$ cat src/rtl/pic_pkg.sv
package pic_pkg;
  typedef enum logic [1:0] {
    MODE_TC     = 2'd0,
    MODE_RATE   = 2'd1,
    MODE_SQUARE = 2'd2,
    MODE_STROBE = 2'd3
  } mode_e;

  typedef enum logic [1:0] {
    ACC_LATCH = 2'd0,
    ACC_LO    = 2'd1,
    ACC_HI    = 2'd2,
    ACC_BOTH  = 2'd3
  } acc_e;

  // Returns {valid, mode} for the 3-bit mode field of a control byte.
  function automatic logic [2:0] decode_mode(input logic [2:0] f);
    case (f)
      3'b000:          return {1'b1, MODE_TC};
      3'b010, 3'b110:  return {1'b1, MODE_RATE};
      3'b011, 3'b111:  return {1'b1, MODE_SQUARE};
      3'b101:          return {1'b1, MODE_STROBE};
      default:         return {1'b0, MODE_TC};
    endcase
  endfunction
endpackage

$ cat src/rtl/pic_bus_if.sv
module pic_bus_if
  import pic_pkg::*;
#(
  parameter int DATA_W  = 8,
  parameter int CHAN_ID = 0,
  localparam int CNT_W  = 2 * DATA_W
) (
  input  logic              clk,
  input  logic              rst,
  input  logic              cs_n,
  input  logic              rd_n,
  input  logic              wr_n,
  input  logic [1:0]        addr,
  input  logic [DATA_W-1:0] wdata,
  input  logic [CNT_W-1:0]  cur_cnt,
  output logic [DATA_W-1:0] rdata,
  output mode_e             mode_q,
  output logic              cw_evt,
  output logic              cnt_evt,
  output logic [CNT_W-1:0]  reload_q
);
  localparam logic [1:0] SEL = 2'(CHAN_ID);
  localparam logic [1:0] CTRL_ADDR = 2'b11;

  acc_e              acc_q;
  logic              wr_hi_q, rd_hi_q, latched_q;
  logic [CNT_W-1:0]  lat_q;
  logic [DATA_W-1:0] lo_stage_q;

  logic             wr_ev, rd_ev, ctl_hit, data_wr, data_rd, rd_done;
  logic [2:0]       mode_dec;
  logic [CNT_W-1:0] src;
  logic [DATA_W-1:0] rd_byte;

  assign wr_ev    = !cs_n && !wr_n;
  assign rd_ev    = !cs_n && !rd_n;
  assign ctl_hit  = wr_ev && (addr == CTRL_ADDR) && (wdata[7:6] == SEL);
  assign data_wr  = wr_ev && (addr == SEL);
  assign data_rd  = rd_ev && (addr == SEL);
  assign mode_dec = decode_mode(wdata[3:1]);
  assign src      = latched_q ? lat_q : cur_cnt;

  // Byte chosen by the access field and the read pointer.
  always_comb begin
    rd_byte = src[DATA_W-1:0];
    rd_done = 1'b1;
    case (acc_q)
      ACC_HI:   rd_byte = src[CNT_W-1:DATA_W];
      ACC_BOTH: begin
        rd_byte = rd_hi_q ? src[CNT_W-1:DATA_W] : src[DATA_W-1:0];
        rd_done = rd_hi_q;
      end
      default:  ;
    endcase
  end

  always_ff @(posedge clk) begin
    if (rst) begin
      mode_q     <= MODE_TC;
      acc_q      <= ACC_BOTH;
      wr_hi_q    <= 1'b0;
      rd_hi_q    <= 1'b0;
      latched_q  <= 1'b0;
      lat_q      <= '0;
      lo_stage_q <= '0;
      reload_q   <= '0;
      rdata      <= '0;
      cw_evt     <= 1'b0;
      cnt_evt    <= 1'b0;
    end else begin
      cw_evt  <= 1'b0;
      cnt_evt <= 1'b0;
      if (ctl_hit) begin
        if (wdata[5:4] == ACC_LATCH) begin
          if (!latched_q) begin
            lat_q     <= cur_cnt;
            latched_q <= 1'b1;
            rd_hi_q   <= 1'b0;
          end
        end else if (mode_dec[2]) begin
          mode_q    <= mode_e'(mode_dec[1:0]);
          acc_q     <= acc_e'(wdata[5:4]);
          wr_hi_q   <= 1'b0;
          rd_hi_q   <= 1'b0;
          latched_q <= 1'b0;
          cw_evt    <= 1'b1;
        end
      end
      if (data_wr) begin
        case (acc_q)
          ACC_LO: begin
            reload_q <= {{DATA_W{1'b0}}, wdata};
            cnt_evt  <= 1'b1;
          end
          ACC_HI: begin
            reload_q <= {wdata, {DATA_W{1'b0}}};
            cnt_evt  <= 1'b1;
          end
          ACC_BOTH: begin
            if (!wr_hi_q) begin
              lo_stage_q <= wdata;
              wr_hi_q    <= 1'b1;
            end else begin
              reload_q <= {wdata, lo_stage_q};
              wr_hi_q  <= 1'b0;
              cnt_evt  <= 1'b1;
            end
          end
          default: ;
        endcase
      end
      if (data_rd) begin
        rdata <= rd_byte;
        if (acc_q == ACC_BOTH) rd_hi_q <= !rd_hi_q;
        if (rd_done) latched_q <= 1'b0;
      end
    end
  end

  // a pending snapshot stays frozen until it is read or the channel is reprogrammed
  assert_latch_frozen_R8: assert property (@(posedge clk) disable iff (rst)
    (latched_q && !data_rd && !ctl_hit) |=> (latched_q && $stable(lat_q)));

  // a control byte naming another channel leaves the mode untouched
  assert_foreign_ctrl_ignored_R10: assert property (@(posedge clk) disable iff (rst)
    (wr_ev && addr == CTRL_ADDR && wdata[7:6] != SEL) |=> $stable(mode_q));
endmodule

$ cat src/rtl/pic_count_engine.sv
module pic_count_engine
  import pic_pkg::*;
#(
  parameter int CNT_W = 16
) (
  input  logic             clk,
  input  logic             rst,
  input  logic             tick,
  input  logic             gate,
  input  mode_e            mode,
  input  logic             cw_evt,
  input  logic             cnt_evt,
  input  logic [CNT_W-1:0] reload,
  output logic [CNT_W-1:0] cnt_q,
  output logic             out_q
);
  localparam logic [CNT_W-1:0] ONE = CNT_W'(1);
  localparam logic [CNT_W-1:0] TWO = CNT_W'(2);

  logic pend_q, run_q, trig_q, gate_q;
  logic gate_rise;
  logic [CNT_W:0]   span, hi_sum;
  logic [CNT_W-1:0] hi_len, lo_len;

  assign gate_rise = gate && !gate_q;
  // Zero count stands for 2**CNT_W; split it into the two half periods.
  assign span   = (reload == '0) ? {1'b1, {CNT_W{1'b0}}} : {1'b0, reload};
  assign hi_sum = span + 1'b1;
  assign hi_len = hi_sum[CNT_W:1];
  assign lo_len = (span[CNT_W:1] == '0) ? ONE : span[CNT_W:1];

  always_ff @(posedge clk) begin
    if (rst) begin
      cnt_q  <= '0;
      out_q  <= 1'b1;
      pend_q <= 1'b0;
      run_q  <= 1'b0;
      trig_q <= 1'b0;
      gate_q <= 1'b0;
    end else begin
      gate_q <= gate;
      if (cw_evt) begin
        out_q  <= (mode == MODE_TC) ? 1'b0 : 1'b1;
        pend_q <= 1'b0;
        run_q  <= 1'b0;
        trig_q <= 1'b0;
      end else begin
        if (tick) begin
          case (mode)
            MODE_TC: begin
              if (pend_q) begin
                cnt_q  <= reload;
                pend_q <= 1'b0;
                run_q  <= 1'b1;
              end else if (run_q && gate) begin
                cnt_q <= cnt_q - ONE;
                if (cnt_q == ONE) out_q <= 1'b1;
              end
            end
            MODE_RATE: begin
              if (!gate) out_q <= 1'b1;
              else if (pend_q) begin
                cnt_q  <= reload;
                pend_q <= 1'b0;
                run_q  <= 1'b1;
                out_q  <= 1'b1;
              end else if (run_q) begin
                if (cnt_q == ONE) begin
                  cnt_q <= reload;
                  out_q <= 1'b1;
                end else begin
                  cnt_q <= cnt_q - ONE;
                  if (cnt_q == TWO) out_q <= 1'b0;
                end
              end
            end
            MODE_SQUARE: begin
              if (!gate) out_q <= 1'b1;
              else if (pend_q) begin
                cnt_q  <= hi_len;
                pend_q <= 1'b0;
                run_q  <= 1'b1;
                out_q  <= 1'b1;
              end else if (run_q) begin
                if (cnt_q == ONE) begin
                  cnt_q <= out_q ? lo_len : hi_len;
                  out_q <= !out_q;
                end else begin
                  cnt_q <= cnt_q - ONE;
                end
              end
            end
            default: begin
              if (trig_q) begin
                cnt_q  <= reload;
                trig_q <= 1'b0;
                run_q  <= 1'b1;
                out_q  <= 1'b1;
              end else begin
                cnt_q <= cnt_q - ONE;
                if (run_q && cnt_q == ONE) begin
                  out_q <= 1'b0;
                  run_q <= 1'b0;
                end else begin
                  out_q <= 1'b1;
                end
              end
            end
          endcase
        end
        if (gate_rise && mode == MODE_STROBE) trig_q <= 1'b1;
        if (cnt_evt) begin
          if (mode == MODE_TC) begin
            pend_q <= 1'b1;
            out_q  <= 1'b0;
          end else if (mode != MODE_STROBE && !run_q) begin
            pend_q <= 1'b1;
          end
        end
      end
    end
  end

  // a completed count write in terminal-count mode leaves OUT low
  assert_tc_write_drops_out_R4: assert property (@(posedge clk) disable iff (rst)
    (mode == MODE_TC && cnt_evt && !cw_evt) |=> !out_q);

  // OUT moves only after a tick, a control byte or a count write
  assert_out_steps_on_events_R4: assert property (@(posedge clk) disable iff (rst)
    (!tick && !cw_evt && !cnt_evt) |=> $stable(out_q));

  // the rate-mode low pulse lasts a single tick interval
  assert_rate_pulse_single_R5: assert property (@(posedge clk) disable iff (rst)
    (mode == MODE_RATE && tick && !out_q && !cw_evt) |=> out_q);

  // a tick with GATE low in square-wave mode forces OUT high
  assert_square_gate_high_R6: assert property (@(posedge clk) disable iff (rst)
    (mode == MODE_SQUARE && tick && !gate && !cw_evt) |=> out_q);

  // the strobe pulse lasts a single tick interval
  assert_strobe_pulse_single_R7: assert property (@(posedge clk) disable iff (rst)
    (mode == MODE_STROBE && tick && !out_q && !cw_evt) |=> out_q);
endmodule

$ cat src/rtl/pic_channel.sv
module pic_channel
  import pic_pkg::*;
#(
  parameter int DATA_W  = 8,
  parameter int CHAN_ID = 0
) (
  input  logic              clk,
  input  logic              rst,
  input  logic              cs_n,
  input  logic              rd_n,
  input  logic              wr_n,
  input  logic [1:0]        addr,
  input  logic [DATA_W-1:0] wdata,
  output logic [DATA_W-1:0] rdata,
  input  logic              cnt_tick,
  input  logic              gate,
  output logic              out_q
);
  localparam int CNT_W = 2 * DATA_W;

  mode_e            mode;
  logic             cw_evt, cnt_evt;
  logic [CNT_W-1:0] reload, cnt;

  pic_bus_if #(.DATA_W(DATA_W), .CHAN_ID(CHAN_ID)) u_bus (
    .clk(clk), .rst(rst), .cs_n(cs_n), .rd_n(rd_n), .wr_n(wr_n),
    .addr(addr), .wdata(wdata), .cur_cnt(cnt), .rdata(rdata),
    .mode_q(mode), .cw_evt(cw_evt), .cnt_evt(cnt_evt), .reload_q(reload)
  );

  pic_count_engine #(.CNT_W(CNT_W)) u_engine (
    .clk(clk), .rst(rst), .tick(cnt_tick), .gate(gate), .mode(mode),
    .cw_evt(cw_evt), .cnt_evt(cnt_evt), .reload(reload),
    .cnt_q(cnt), .out_q(out_q)
  );
endmodule

$ cat config.mk
export PLATFORM = sky130hd
export DESIGN_NAME = pic_channel
export DESIGN_NICKNAME = d
export VERILOG_FILES = /design/src/rtl/pic_pkg.sv /design/src/rtl/pic_bus_if.sv /design/src/rtl/pic_count_engine.sv /design/src/rtl/pic_channel.sv
export SDC_FILE = /design/constraint.sdc
export NUM_CORES = 1
export LEC_CHECK = 0
export ABC_AREA = 1
export ABC_CLOCK_PERIOD_IN_PS = 2100
export CAP_MARGIN = 25
export CORE_MARGIN = 5
export CORE_UTILIZATION = 63
export DETAILED_ROUTE_END_ITERATION = 8
export DONT_BUFFER_PORTS = 1
export PLACE_DENSITY = 0.79
export SLEW_MARGIN = 0
export SYNTH_ARGS = -nofsm -noshare
export SYNTH_HDL_FRONTEND = slang
export SYNTH_HIERARCHICAL = 1
export SYNTH_SLANG_ARGS = --single-unit
$ cat constraint.sdc
create_clock -name clk -period 2.1 [get_ports clk]
set_input_delay 0.42 -clock clk [delete_from_list [all_inputs] [get_ports clk]]
set_output_delay 0.42 -clock clk [all_outputs]
set_load 0.01 [all_outputs]
==> summary by stage <==
Run status
The run finished with clean final reports.

Timing
The shortest clock period the worst path allows after layout is 2.10 ns. At the pin with the least slew margin, the transition time is 0.644 ns. For the final database, setup skew stands at 0.0122 ns. Setup violations remaining at the end of the flow were counted as 0. The worst hold-check slack is 0.120 ns. Dividing the final minimum period by the clock period gives 0.999. Setup repair after global routing could not meet its margin everywhere.

The number of failing hold endpoints at the final stage is 0. The number of slew-limit violations in the final report came to 0. The worst-case headroom to the max-slew limit is 0.566.

The highest attainable clock frequency is 0.477 GHz.

Worst setup path
The worst setup path is of the reg -> reg kind. STA classifies the critical path endpoint as a flop. At the worst endpoint, the required time is 2.39 ns. The setup check on the worst reg-to-reg path leaves a slack of 0.002 ns.

The worst setup path is launched from a flop. The maximum net fanout on the critical path is 7. The capture instance of the worst register-to-register path is u_engine/cnt_q[10]. The startpoint of the worst register-to-register path is u_engine/cnt_q[9]. STA puts the critical path data arrival time at 2.39 ns. The number of cells on the worst reg-to-reg path is 12.

Routing
The final antenna-violating net count is 0. The total routed wire length on the met1 layer is 7270 um. The highest layer touched by signal routing is met4. Wires add up to 18,600 um. Detailed routing placed a total of 8700 um of wire on met2.

After detailed routing, the met3 layer carries 1940 um of wire. The number of violations reported at the end of detailed-routing iteration 0 is 683. The via count is 6,497. The mean routed wirelength per cell is 17.6 um. The remaining routing DRC violations is 0. The pre-antenna-repair detailed-routing pass consisted of 6 iterations. The via count normalized by instance count is 6.14.

Hold path
The min-delay analysis places its worst path in the category in -> reg. The worst min-delay path startpoint is rst. Counting instances, the worst hold path has a depth of 1. The path with the worst hold slack has its endpoint at u_bus/reload_q[8].

Final layout
Leaving out fill and tap cells, the most frequent cells in the layout are sky130_fd_sc_hd__nand2_1 (209), sky130_fd_sc_hd__inv_1 (112), sky130_fd_sc_hd__o21ai_0 (94), sky130_fd_sc_hd__nor2_1 (83), sky130_fd_sc_hd__a21oi_1 (72). The area growth from synthesis to layout is 12.3%. The count of antenna diodes in the layout is 0. Summing all non-filler instances in the final layout gives an area of 6450 um^2. The area of the multi-input gates is 3610 um^2.

The fraction of the core area covered by cells at the end of the flow is 0.732. In the final layout, the share of cells above drive strength 1 is 0.151. Leaving out fill and tap cells, the most frequent cell in the layout is sky130_fd_sc_hd__nand2_1.

The fill cell instance count of the final layout is 761. Summing all flip-flop and latch instances after layout gives 1580 um^2. The final layout contains 977 nets.

Yosys
The average cell area after synthesis is 6.22 um^2. After technology mapping, the gate count stands at 923. The mapped netlist covers 5740 um^2. For this run, the register share of the synthesized area comes to 0.272. Counting every net in the synthesized netlist gives 955.

The number of register bits inferred by synthesis is 78. The number of warnings reported in the yosys synthesis log is 6. The number of unique standard cell types used by synthesis is 49.

Pwr
The power per unit of standard cell area is 535 nW/um^2. Across the VDD grid, the largest voltage drop is 0.000406 V. In this run the static leakage power is 2.89 nW.

Die
The die span in x is 105 um. In this run the core area contains 34 standard-cell rows. The area of the die is 11,100 um^2. The area of the core is 8810 um^2. In this run the vertical extent of the chip is 105 um. The top-level port count is 26. For this configuration, the core starts out at a cell density of 0.652.

CTS
The longest clock path from root to sink contains 2 buffers. Clock tree synthesis selected as its root buffer the cell sky130_fd_sc_hd__clkbuf_8. The clock reaches the later pin of the worst-skew pair after 0.36 ns. CTS built an H-tree with a depth of 3. The clock slew seen by the registers of the worst setup and hold paths is 0.10 ns. The clock buffer count from CTS is 9. TritonCTS built the clock tree.

The number of hold buffers added after CTS was 0. The clock sink count is 78.

GRT
The initial antenna violation count is 0. The global-route usage over all layers is 0.320. The number of global-route vias before repair was 5,940. The sum of overflow across all layers after global routing is 0. Entering global routing, the biggest net connects 33 pins. The first global-routing pass estimated 29,100 um of wire.

Placed design
The number of port buffers is 0. Once placement finished, the instance area stood at 5990 um^2. The wire-length estimate of the detail-placed layout is 13,300 um. The final weighted congestion in routability-driven placement is 1.04.

Flow run
Max-cap violations in this run came to 0.
[final cells by class]
class	count	area share
timing repair buffer	54	0.0730
sequential	78	0.245
multi-input combinational	680	0.560
clock buffer	9	0.0192
inverter	121	0.0716
clock inverter	7	0.00970
timing repair inverter	1	0.000970
tap	108	0.0210
[per-stage QoR]
step                      power [W]  setup TNS [ns]  instances  worst slack, ns
after detailed placement    0.00226        -0.00216       1031         -0.00216
final                       0.00345               0       1058          0.00242
after CTS                   0.00337               0       1047           0.0226
after global routing        0.00361          -0.328       1058          -0.0926
after floorplan             0.00211               0        923            0.240
after global placement      0.00224               0       1031           0.0736
[worst max-delay path by stage]
stage | startpoint | to
2_1_floorplan | u_engine/cnt_q[8] | u_engine/out_q
3_3_place_gp | u_engine/cnt_q[9] | u_engine/cnt_q[9]
3_5_place_dp | u_engine/cnt_q[1] | u_engine/cnt_q[13]
4_1_cts | u_engine/cnt_q[9] | u_engine/cnt_q[9]
5_1_grt | u_engine/cnt_q[0] | u_engine/cnt_q[12]
6_report | u_engine/cnt_q[9] | u_engine/cnt_q[10]
[flip-flops by register name, indices dropped and copies added, names as in the netlist, 2 cells and up]
name,count
u_bus/rdata,8
u_engine/cnt_q,16
u_bus/reload_q,16
u_bus/acc_q,2
u_bus/lat_q,16
u_bus/lo_stage_q,8
u_bus/mode_q,2
[synth_stat cells (all sizes together)]
cell type / number / area (um^2)
o22ai: 3 / 18.8
xor2: 12 / 105
ha: 15 / 188
nand3b: 3 / 22.5
o221ai: 7 / 61.3
nand2: 223 / 870
a21oi: 79 / 410
o31ai: 2 / 15.0
o211ai: 9 / 67.6
or2: 4 / 25.0
a221oi: 4 / 35.0
nor2: 96 / 400
buf: 30 / 190
nor4: 4 / 46.3
a211oi: 3 / 22.5
clkbuf: 15 / 61.3
a31oi: 3 / 18.8
nand4: 9 / 56.3
nor3: 15 / 96.4
dfxtp: 78 / 1560
o2111a: 1 / 11.3
o21ai: 126 / 646
a22oi: 1 / 7.51
a32oi: 1 / 8.76
nand3: 52 / 280
clkinv: 1 / 3.75
inv: 120 / 453
xnor2: 7 / 61.3
[what timing repair did]
item,CTS,global route
endpoints found under the setup margin,2,17
pin swaps,0,21
hold endpoints to repair,0,0
cloned,0,3
resized for setup,2,53
buffers inserted,0,9
[power breakdown]
part	switching, W	leakage (nW)	internal [W]
Clock	0.000665	0.0863	0.000455
Sequential	0.0000346	0.636	0.00151
Combinational	0.000484	2.17	0.000303
Total	0.00118	2.89	0.00227
[critical path, stage by stage, from the launching register on]
cell	delay [ns]
sky130_fd_sc_hd__dfxtp_4	0.38
sky130_fd_sc_hd__nor2_4	0.14
sky130_fd_sc_hd__nand2_2	0.09
sky130_fd_sc_hd__nor4_4	0.22
sky130_fd_sc_hd__buf_6	0.18
sky130_fd_sc_hd__nand2_8	0.09
sky130_fd_sc_hd__o21ai_4	0.30
sky130_fd_sc_hd__nand2_2	0.12
sky130_fd_sc_hd__inv_2	0.08
sky130_fd_sc_hd__nand2_2	0.07
sky130_fd_sc_hd__nand3b_1	0.11
sky130_fd_sc_hd__nand2_1	0.08
sky130_fd_sc_hd__a21oi_2	0.16
[per-layer routing]
metal,track usage,vias to the layer above
met5,0,-
met4,0.161,0
met3,0.0672,76
met2,0.524,389
met1,0.399,2967
li1,-,3065
[cells by family (layout without fill, tap and decap cells)]
logic type | after synthesis | count (layout) | share of synthesized area
adder cells (fa/ha/maj) | 15 | 15 | 0.0327
AND/OR/NAND/NOR | 406 | 407 | 0.313
flip-flops | 78 | 78 | 0.272
XOR/XNOR | 19 | 19 | 0.0290
AO/OA/AOI/OAI | 239 | 239 | 0.230
buffers and inverters | 166 | 192 | 0.123
(Power assumes the default switching activity.)
